## config.mk

```make
export PLATFORM = sky130hd
export DESIGN_NAME = rx_addr_filter
export DESIGN_NICKNAME = d
export VERILOG_FILES = /design/src/rtl/rx_addr_filter_pkg.sv /design/src/rtl/rx_tag_extract.sv /design/src/rtl/rx_slot_match.sv /design/src/rtl/rx_addr_filter.sv
export SDC_FILE = /design/constraint.sdc
export NUM_CORES = 1
export LEC_CHECK = 0
export ABC_AREA = 1
export BUFFER_PORTS_ARGS = -buffer_cell sky130_fd_sc_hd__buf_2
export CORE_MARGIN = 10
export CORE_UTILIZATION = 35
export DETAILED_ROUTE_END_ITERATION = 16
export HOLD_SLACK_MARGIN = 0.12
export PLACE_DENSITY = 0.74
export SETUP_SLACK_MARGIN = 0.4
export SYNTH_ARGS = -nofsm -noshare
export SYNTH_HDL_FRONTEND = slang
export SYNTH_SLANG_ARGS = --single-unit
```

## constraint.sdc

```tcl
create_clock -name clk -period 1.21 [get_ports clk]
set_input_delay 0.0605 -clock clk [delete_from_list [all_inputs] [get_ports clk]]
set_output_delay 0.0605 -clock clk [all_outputs]
set_load 0.005 [all_outputs]
```

## src/rtl/rx_addr_filter_pkg.sv

```systemverilog
package rx_addr_filter_pkg;
  localparam int CHAR_W = 10;
  localparam int ADDR_W = 8;

  typedef enum logic [1:0] {
    LEN_8  = 2'd0,
    LEN_9  = 2'd1,
    LEN_10 = 2'd2,
    LEN_XX = 2'd3
  } len_mode_e;

  // tag bit position for a length mode
  function automatic int unsigned tag_pos(input logic [1:0] mode);
    case (mode)
      2'd0:    return 7;
      2'd1:    return 8;
      default: return 9;
    endcase
  endfunction

  // mask of compared address bits for a length mode
  function automatic logic [ADDR_W-1:0] cmp_mask(input logic [1:0] mode);
    if (mode == 2'd0) return {1'b0, {(ADDR_W-1){1'b1}}};
    return {ADDR_W{1'b1}};
  endfunction
endpackage

```

## src/rtl/rx_tag_extract.sv

```systemverilog
module rx_tag_extract
  import rx_addr_filter_pkg::*;
#(
  parameter int DW = CHAR_W,
  parameter int AW = ADDR_W
) (
  input  logic [DW-1:0] data,
  input  logic [1:0]    mode,
  output logic          tag,
  output logic [AW-1:0] key,
  output logic [AW-1:0] mask
);
  always_comb begin
    tag  = data[tag_pos(mode)];
    mask = cmp_mask(mode);
    key  = data[AW-1:0] & mask;
  end
endmodule

```

## src/rtl/rx_slot_match.sv

```systemverilog
module rx_slot_match
  import rx_addr_filter_pkg::*;
#(
  parameter int AW = ADDR_W
) (
  input  logic          en,
  input  logic [AW-1:0] addr,
  input  logic [AW-1:0] key,
  input  logic [AW-1:0] mask,
  output logic          hit
);
  assign hit = en && ((addr & mask) == key);
endmodule

```

## src/rtl/rx_addr_filter.sv

```systemverilog
module rx_addr_filter
  import rx_addr_filter_pkg::*;
#(
  parameter int DW     = CHAR_W,
  parameter int AW     = ADDR_W,
  parameter int NSLOTS = 2
) (
  input  logic          clk,
  input  logic          rst_n,
  input  logic          rx_valid,
  input  logic [DW-1:0] rx_data,
  input  logic [1:0]    len_mode,
  input  logic [AW-1:0] addr_a,
  input  logic [AW-1:0] addr_b,
  input  logic          en_a,
  input  logic          en_b,
  output logic          fwd_valid,
  output logic [DW-1:0] fwd_data
);
  logic          tag;
  logic [AW-1:0] key, mask;
  logic [NSLOTS-1:0] slot_en, slot_hit;
  logic [AW-1:0] slot_addr [NSLOTS];
  logic filter_on, accept_now, drop_now;

  assign slot_en      = {en_b, en_a};
  assign slot_addr[0] = addr_a;
  assign slot_addr[1] = addr_b;

  rx_tag_extract #(.DW(DW), .AW(AW)) u_tag (
    .data(rx_data), .mode(len_mode), .tag(tag), .key(key), .mask(mask)
  );

  for (genvar s = 0; s < NSLOTS; s++) begin : g_slot
    rx_slot_match #(.AW(AW)) u_match (
      .en(slot_en[s]), .addr(slot_addr[s]), .key(key), .mask(mask),
      .hit(slot_hit[s])
    );
  end

  assign filter_on  = |slot_en;
  assign accept_now = rx_valid && (!filter_on || (tag && |slot_hit));
  assign drop_now   = rx_valid && !accept_now;

  always_ff @(posedge clk or negedge rst_n) begin
    if (!rst_n) begin
      fwd_valid <= 1'b0;
      fwd_data  <= '0;
    end else begin
      fwd_valid <= accept_now;
      if (accept_now) fwd_data <= rx_data;
    end
  end


  untagged_drop_chk: assert property (@(posedge clk) disable iff (!rst_n)
    (rx_valid && filter_on && !tag) |=> !fwd_valid);

  pass_all_chk: assert property (@(posedge clk) disable iff (!rst_n)
    (rx_valid && !filter_on) |=> (fwd_valid && fwd_data == $past(rx_data)));

  disabled_slot_chk: assert property (@(posedge clk) disable iff (!rst_n)
    $onehot0(slot_hit & ~slot_en) && !(slot_hit & ~slot_en));

  no_strobe_chk: assert property (@(posedge clk) disable iff (!rst_n)
    !rx_valid |=> !fwd_valid);

  one_cycle_chk: assert property (@(posedge clk) disable iff (!rst_n)
    fwd_valid |-> $past(rx_valid));

  drop_chk: assert property (@(posedge clk) disable iff (!rst_n)
    drop_now |=> !fwd_valid);
endmodule

```

# ---- Word-level counts from Yosys, hierarchy flattened
# Index checks and enable logic that the tools add are counted.
dict set report totals {
  register_bits 11
  latch_bits 0
  mem_bits_rw 0
  rom_bits 0
  input_bits 33
  output_inout_bits 11
  word_cells 24
  memories 0
}
dict set report op_classes {
  n_addsub 0
  multipliers 0
  div_mod_pow 0
  magnitude_cmp 1
  eq_ne 3
  shift 0
  n_mux 6
  bitwise 3
  reduce_logical 9
}
# operator n
set ops {}
lappend ops {{$and 8x8->8} 3}
lappend ops {{$eq 8x8->1} 2}
lappend ops {{$mux 8} 2}
lappend ops {{$pmux 4 s2} 1}
lappend ops {{$lt 4x5->1 const B} 1}
lappend ops {{$bmux 1 s4} 1}
lappend ops {{$logic_and 1x1->1} 4}
lappend ops {{$reduce_or 2->1} 2}
lappend ops {{$eq 2x1->1 const B} 1}
lappend ops {{$logic_not 2->1} 1}
lappend ops {{$mux 1} 2}
lappend ops {{$logic_not 1->1} 1}
lappend ops {{$logic_or 1x1->1} 1}

# ---- Depth between registers and ports, before layout
dict set report logic_depth {
  depth_word 10
  depth_mapped 14
  depth_no_buf 13
}

# ---- Hierarchy
# A second synthesis with hierarchy kept.
dict set report hier_totals {
  cells_unflattened 153
  area_unflattened_um2 963.4
}
# mod instances cells_per_inst area_each_um2
set by_module_without_submodules {}
lappend by_module_without_submodules {rx_addr_filter 1 49 457.9}
lappend by_module_without_submodules {rx_slot_match 2 40 178.9}
lappend by_module_without_submodules {rx_tag_extract 1 24 147.6}

# ---- Worst setup path before layout
# No wires, ideal clock.
dict set report synth_path {
  path_type {input -> register}
  startpoint {input rx_data[5]}
  endpoint {register fwd_data[0]}
  t_arrival_ns 0.868
  required_time_ns 1.093
  path_slack_ns 0.225
  stages 13
  n_path_buf 1
  path_cell_list {inv_1 > nor2_1 > nor2_1 > nand2_1 > nor2_1 > nand3_1 > nand2_1 > nand2_1 > nand2_2 > nand2_2 > buf_6 > nand2_1 > nand2_1}
}
dict set report synth_between {
  elab_chain_len 7
}
# item line_no
set synth_rtl {}
lappend synth_rtl {{start: declaration} rx_addr_filter.sv:11} ;# input logic [DW-1:0] rx_data,
lappend synth_rtl {{$and 8x8->8} rx_tag_extract.sv:16} ;# key = data[AW-1:0] & mask;
lappend synth_rtl {{$eq 8x8->1} rx_slot_match.sv:12} ;# assign hit = en && ((addr & mask) == key);
lappend synth_rtl {{$logic_and 1x1->1} rx_slot_match.sv:12}
lappend synth_rtl {{$reduce_or 2->1} rx_addr_filter.sv:42} ;# assign accept_now = rx_valid && (!filter_on || (tag && |slot_hit));
lappend synth_rtl {{$logic_and 1x1->1 *} rx_addr_filter.sv:42}
lappend synth_rtl {{$logic_or 1x1->1 *} rx_addr_filter.sv:42}
lappend synth_rtl {{$logic_and 1x1->1 *} rx_addr_filter.sv:42}
lappend synth_rtl {{end signal: assignment} rx_addr_filter.sv:51} ;# if (accept_now) fwd_data <= rx_data;
lappend synth_rtl {{end: declaration} rx_addr_filter.sv:18} ;# output logic [DW-1:0] fwd_data
# Mark *: on every way between the ends. The rest lies on a longest branch, timed or not. The select of a mux whose other input is x is not followed.
# A chain may end at the register's enable or synchronous reset.

# ---- Final worst setup path
dict set report layout_path {
  startpoint {input rx_data[0]}
  endpoint {register fwd_data[1]}
}
# Same word-level chain as after synthesis.

==> Flow_metrics.wiki <==
{| class="wikitable"
! Metric !! Value
|-
| Total of endpoints with negative setup slack in the final report || 0
|-
| Commonest cells post-synth || 68 x nand2_1, 22 x inv_1, 14 x nand3_1
|-
| Number of top-level pins || 44
|-
| Die boundary height || 67.8 um
|-
| Drt drc || 0
|-
| Sequential standard cell area || 275 um^2
|-
| Standby leakage power || 0.854 nW
|-
| Final-stage net count || 239
|-
| Global-route wire length before repair || 4640 um
|-
| Die W || 67.8 um
|-
| Capturing element type of the critical path || flop
|-
| Switching Power || 0.386 mW
|-
| Iteration count of the initial detailed-routing pass || 4
|-
| Area Growth Syn to Fin || 84.2%
|-
| Unique masters post-synth || 14
|-
| Number of maximum-capacitance violations || 0
|-
| Multi-input combinational cell area || 522 um^2
|-
| Clock slew at reported path FFs || 0.07 ns
|-
| H-tree depth || 1
|-
| Port Buffers || 43
|-
| Fraction of final layout cells sized beyond drive strength 1 || 49.8%
|-
| Antenna violations before repair || 0
|-
| Async set or reset register ratio after synthesis || 100%
|-
| Fraction of post-synthesis cell area in the top cell type by area || 34.4%
|-
| Placed instance area || 1060 um^2
|-
| Effective utilization at floorplan || 36.6%
|-
| Cell taking the most area after synthesis || dfrtp_1
|-
| Pre-CTS WS || -0.0251 ns
|-
| Final period util || 79.5%
|-
| Average cell area after synthesis || 5.80 um^2
|-
| Ranking of synthesized cells by area || dfrtp_1 34%, nand2_1 32%, inv_1 10%, nand3_1 8.8%, nor2_1 3.8%
|-
| Post-synthesis instance area || 801 um^2
|-
| Arr. time, crit path || 1.18 ns
|-
| Dpl cells || 208
|-
| TritonCTS buffer count || 3
|-
| #FFs+latches synth || 11
|-
| Crit-path most repeated cell || nand2_2
|-
| Maximum number of buffers from clock root to sink || 2
|-
| Filler cells || 161
|-
| Hold violation total from the final report || 0
|-
| Power density of the placed cells || 816 nW/um^2
|-
| Post-DR wirelength/cell || 12.3 um
|-
| Status || completed
|-
| Required time reported for the critical path endpoint || 1.42 ns
|-
| HPWL after detailed placement || 2070 um
|-
| Sequential-to-total area share from yosys stat || 34.4%
|-
| Synthesis warning total || 0
|-
| Post-synth top flop || dfrtp_1
|-
| Cell family contributing the most delay on the critical path || simple AND/OR/NAND/NOR gates
|-
| Clock latency on the worst-skew pair || 0.27 ns
|-
| Post-layout minimum cycle time || 0.962 ns
|-
| Total power after layout || 1.20 mW
|-
| Vias || 1073
|-
| Net switching share of the total power || 32.1%
|-
| Net count of the mapped netlist || 171
|-
| Max stage delay on crit path || 0.15 ns
|-
| Number of max-slew violations in the final report || 0
|-
| Smallest hold slack || 0.166 ns
|-
| Cell area after layout || 1480 um^2
|-
| Class of the most critical hold timing path || input pin to flop
|-
| Top-count cell post-synth || nand2_1
|-
| Internal cell power || 0.817 mW
|-
| Number of enable-type register cells in the synthesized netlist || 0
|-
| Register share of total power || 37.1%
|-
| Fraction of power consumed by combinational cells || 41.8%
|-
| Max Freq || 1040 MHz
|-
| CTS tree || built
|-
| Number of sinks driven by the clock tree || 11
|-
| Post-route non-filler standard cell count || 233
|-
| Fraction of power consumed by the clock network || 21.1%
|-
| Worst voltage drop across the vdd grid || 0.502 mV
|-
| List of cells traversed by the critical path || buf_8 -> inv_4 -> nand2_2 -> nand2_1 -> clkinv_2 -> nand2_2 -> nor2_1 -> nand3_1 -> nand2_1 -> nand2_2 -> nand2_4 -> buf_8 -> nand3_2 -> nand2_2
|-
| Biggest fanout along the worst timing path || 6
|-
| RSZ-0062 raised after global routing || yes
|-
| Startpoint Class || input pin
|-
| Largest net degree at the start of global routing || 13
|-
| Routability congestion estimate || 0.819
|-
| Detail-routed via count per cell || 4.61
|-
| Sum of overflow across all layers after global routing || 0
|-
| Vias in the first global route || 1088
|-
| Count of antenna diodes in the layout || 0
|-
| Transition time at the pin with the least slew margin || 0.409 ns
|-
| Synthesized netlist cell count || 138
|-
| Die area || 4600 um^2
|-
| Area of the placeable core || 2190 um^2
|-
| Total routing usage reported by global routing || 12.9%
|-
| Critical path buffers and inverters || 4
|-
| Placement Rows || 17
|-
| Wire length reported by the detailed router || 2860 um
|-
| Clk root buf || clkbuf_4
|-
| Antenna viol nets, final || 0
|-
| Final Skew || 0 ns
|-
| Worst path setup slack after routing || 0.248 ns
|-
| Tightest slew margin relative to the limit || 72.7%
|-
| Cell type of the slowest stage on the worst timing path || nand2_4
|-
| Class of the most critical setup path || input pin to flop
|-
| Number of DRC markers in iteration 0 || 52
|}
==> cell families after synthesis <==
| logic type | share of synthesized area (%) |
|---|---|
| AO/OA/AOI/OAI | 3.44 |
| buffers and inverters | 15.5 |
| flip-flops | 34.4 |
| AND/OR/NAND/NOR | 46.7 |
==> cell usage in the layout (no fill, tap or decap) <==
cell type	n
nor2_4	1
nand2_4	2
nor2_1	5
nand2_8	1
inv_4	3
nand3_4	1
buf_4	10
o211ai_1	1
clkbuf_1	1
clkbuf_4	3
inv_2	9
nand2_2	16
inv_1	11
buf_6	6
dfrtp_1	11
inv_12	1
nor2_2	3
buf_8	4
nand3_2	5
nand3_1	8
inv_6	1
nand2_1	52
buf_12	1
clkinv_2	1
a21oi_1	2
dlygate4sd3_1	10
o21ai_1	2
buf_2	34
==> sequential cells by signal (all words and copies together) (netlist names) <==
signal     cells
fwd_valid      1
fwd_data      10
==> metrics by stage <==
step	utilization [%]	setup TNS [ns]
3_5_place_dp	48.4	-0.0982
5_1_grt	67.3	0
2_1_floorplan	-	0
3_3_place_gp	48.4	0
4_1_cts	62.8	0
6_report	67.3	0
==> power by group through the flow <==
stage | logic, mW | registers (mW) | clock network [mW]
floorplan | 0.140 | 0.463 | 0
global placement | 0.305 | 0.458 | 0
detailed placement | 0.317 | 0.458 | 0
CTS | 0.457 | 0.446 | 0.256
global route | 0.563 | 0.457 | 0.278
finish | 0.503 | 0.447 | 0.254
==> routing by layer <==
layer / GRT usage (%) / up-vias / share of wire, %
met5: 0 / - / 0
met1: 14.4 / 475 / 37
li1: - / 547 / -
met4: 6.03 / 0 / 2.5
met2: 20.8 / 44 / 48
met3: 5.38 / 7 / 12
==> path summary, 6_finish.rpt <==
kind	endpoint	slack (ns)	cells after the start	start
max	fwd_data[1]$_DFFE_PN0P_	0.25	14	rx_data[0]
min	fwd_data[5]$_DFFE_PN0P_	0.17	4	rx_data[5]
max reg2reg	fwd_data[5]$_DFFE_PN0P_	0.49	3	fwd_data[5]$_DFFE_PN0P_
min reg2reg	fwd_data[8]$_DFFE_PN0P_	0.50	2	fwd_data[8]$_DFFE_PN0P_
max in group asynchronous	fwd_data[1]$_DFFE_PN0P_	0.81	2	rst_n
min in group asynchronous	fwd_data[9]$_DFFE_PN0P_	0.19	2	rst_n
==> cell type report <==
class,count,area share (%)
Clock buffer,4,1.78
Inverter,26,8.40
Multi-Input combinational cell,99,35.4
Sequential cell,11,18.7
Tap cell,28,2.37
Timing Repair Buffer,65,33.4
==> worst min-delay path, cell delays in order <==
cell     delay, ns
buf_12        0.10
buf_4         0.12
nand3_4       0.06
nand2_2       0.06
==> timing repair <==
action                     in CTS  in global routing
setup buffers                   9                  1
pin swaps                      24                 24
resized for setup              36                 29
hold buffers                    9                  1
setup endpoints to repair      22                 22
hold endpoints to repair       20                  1
gates cloned                    1                  0
Note: power is estimated with default switching activity, not from simulation.
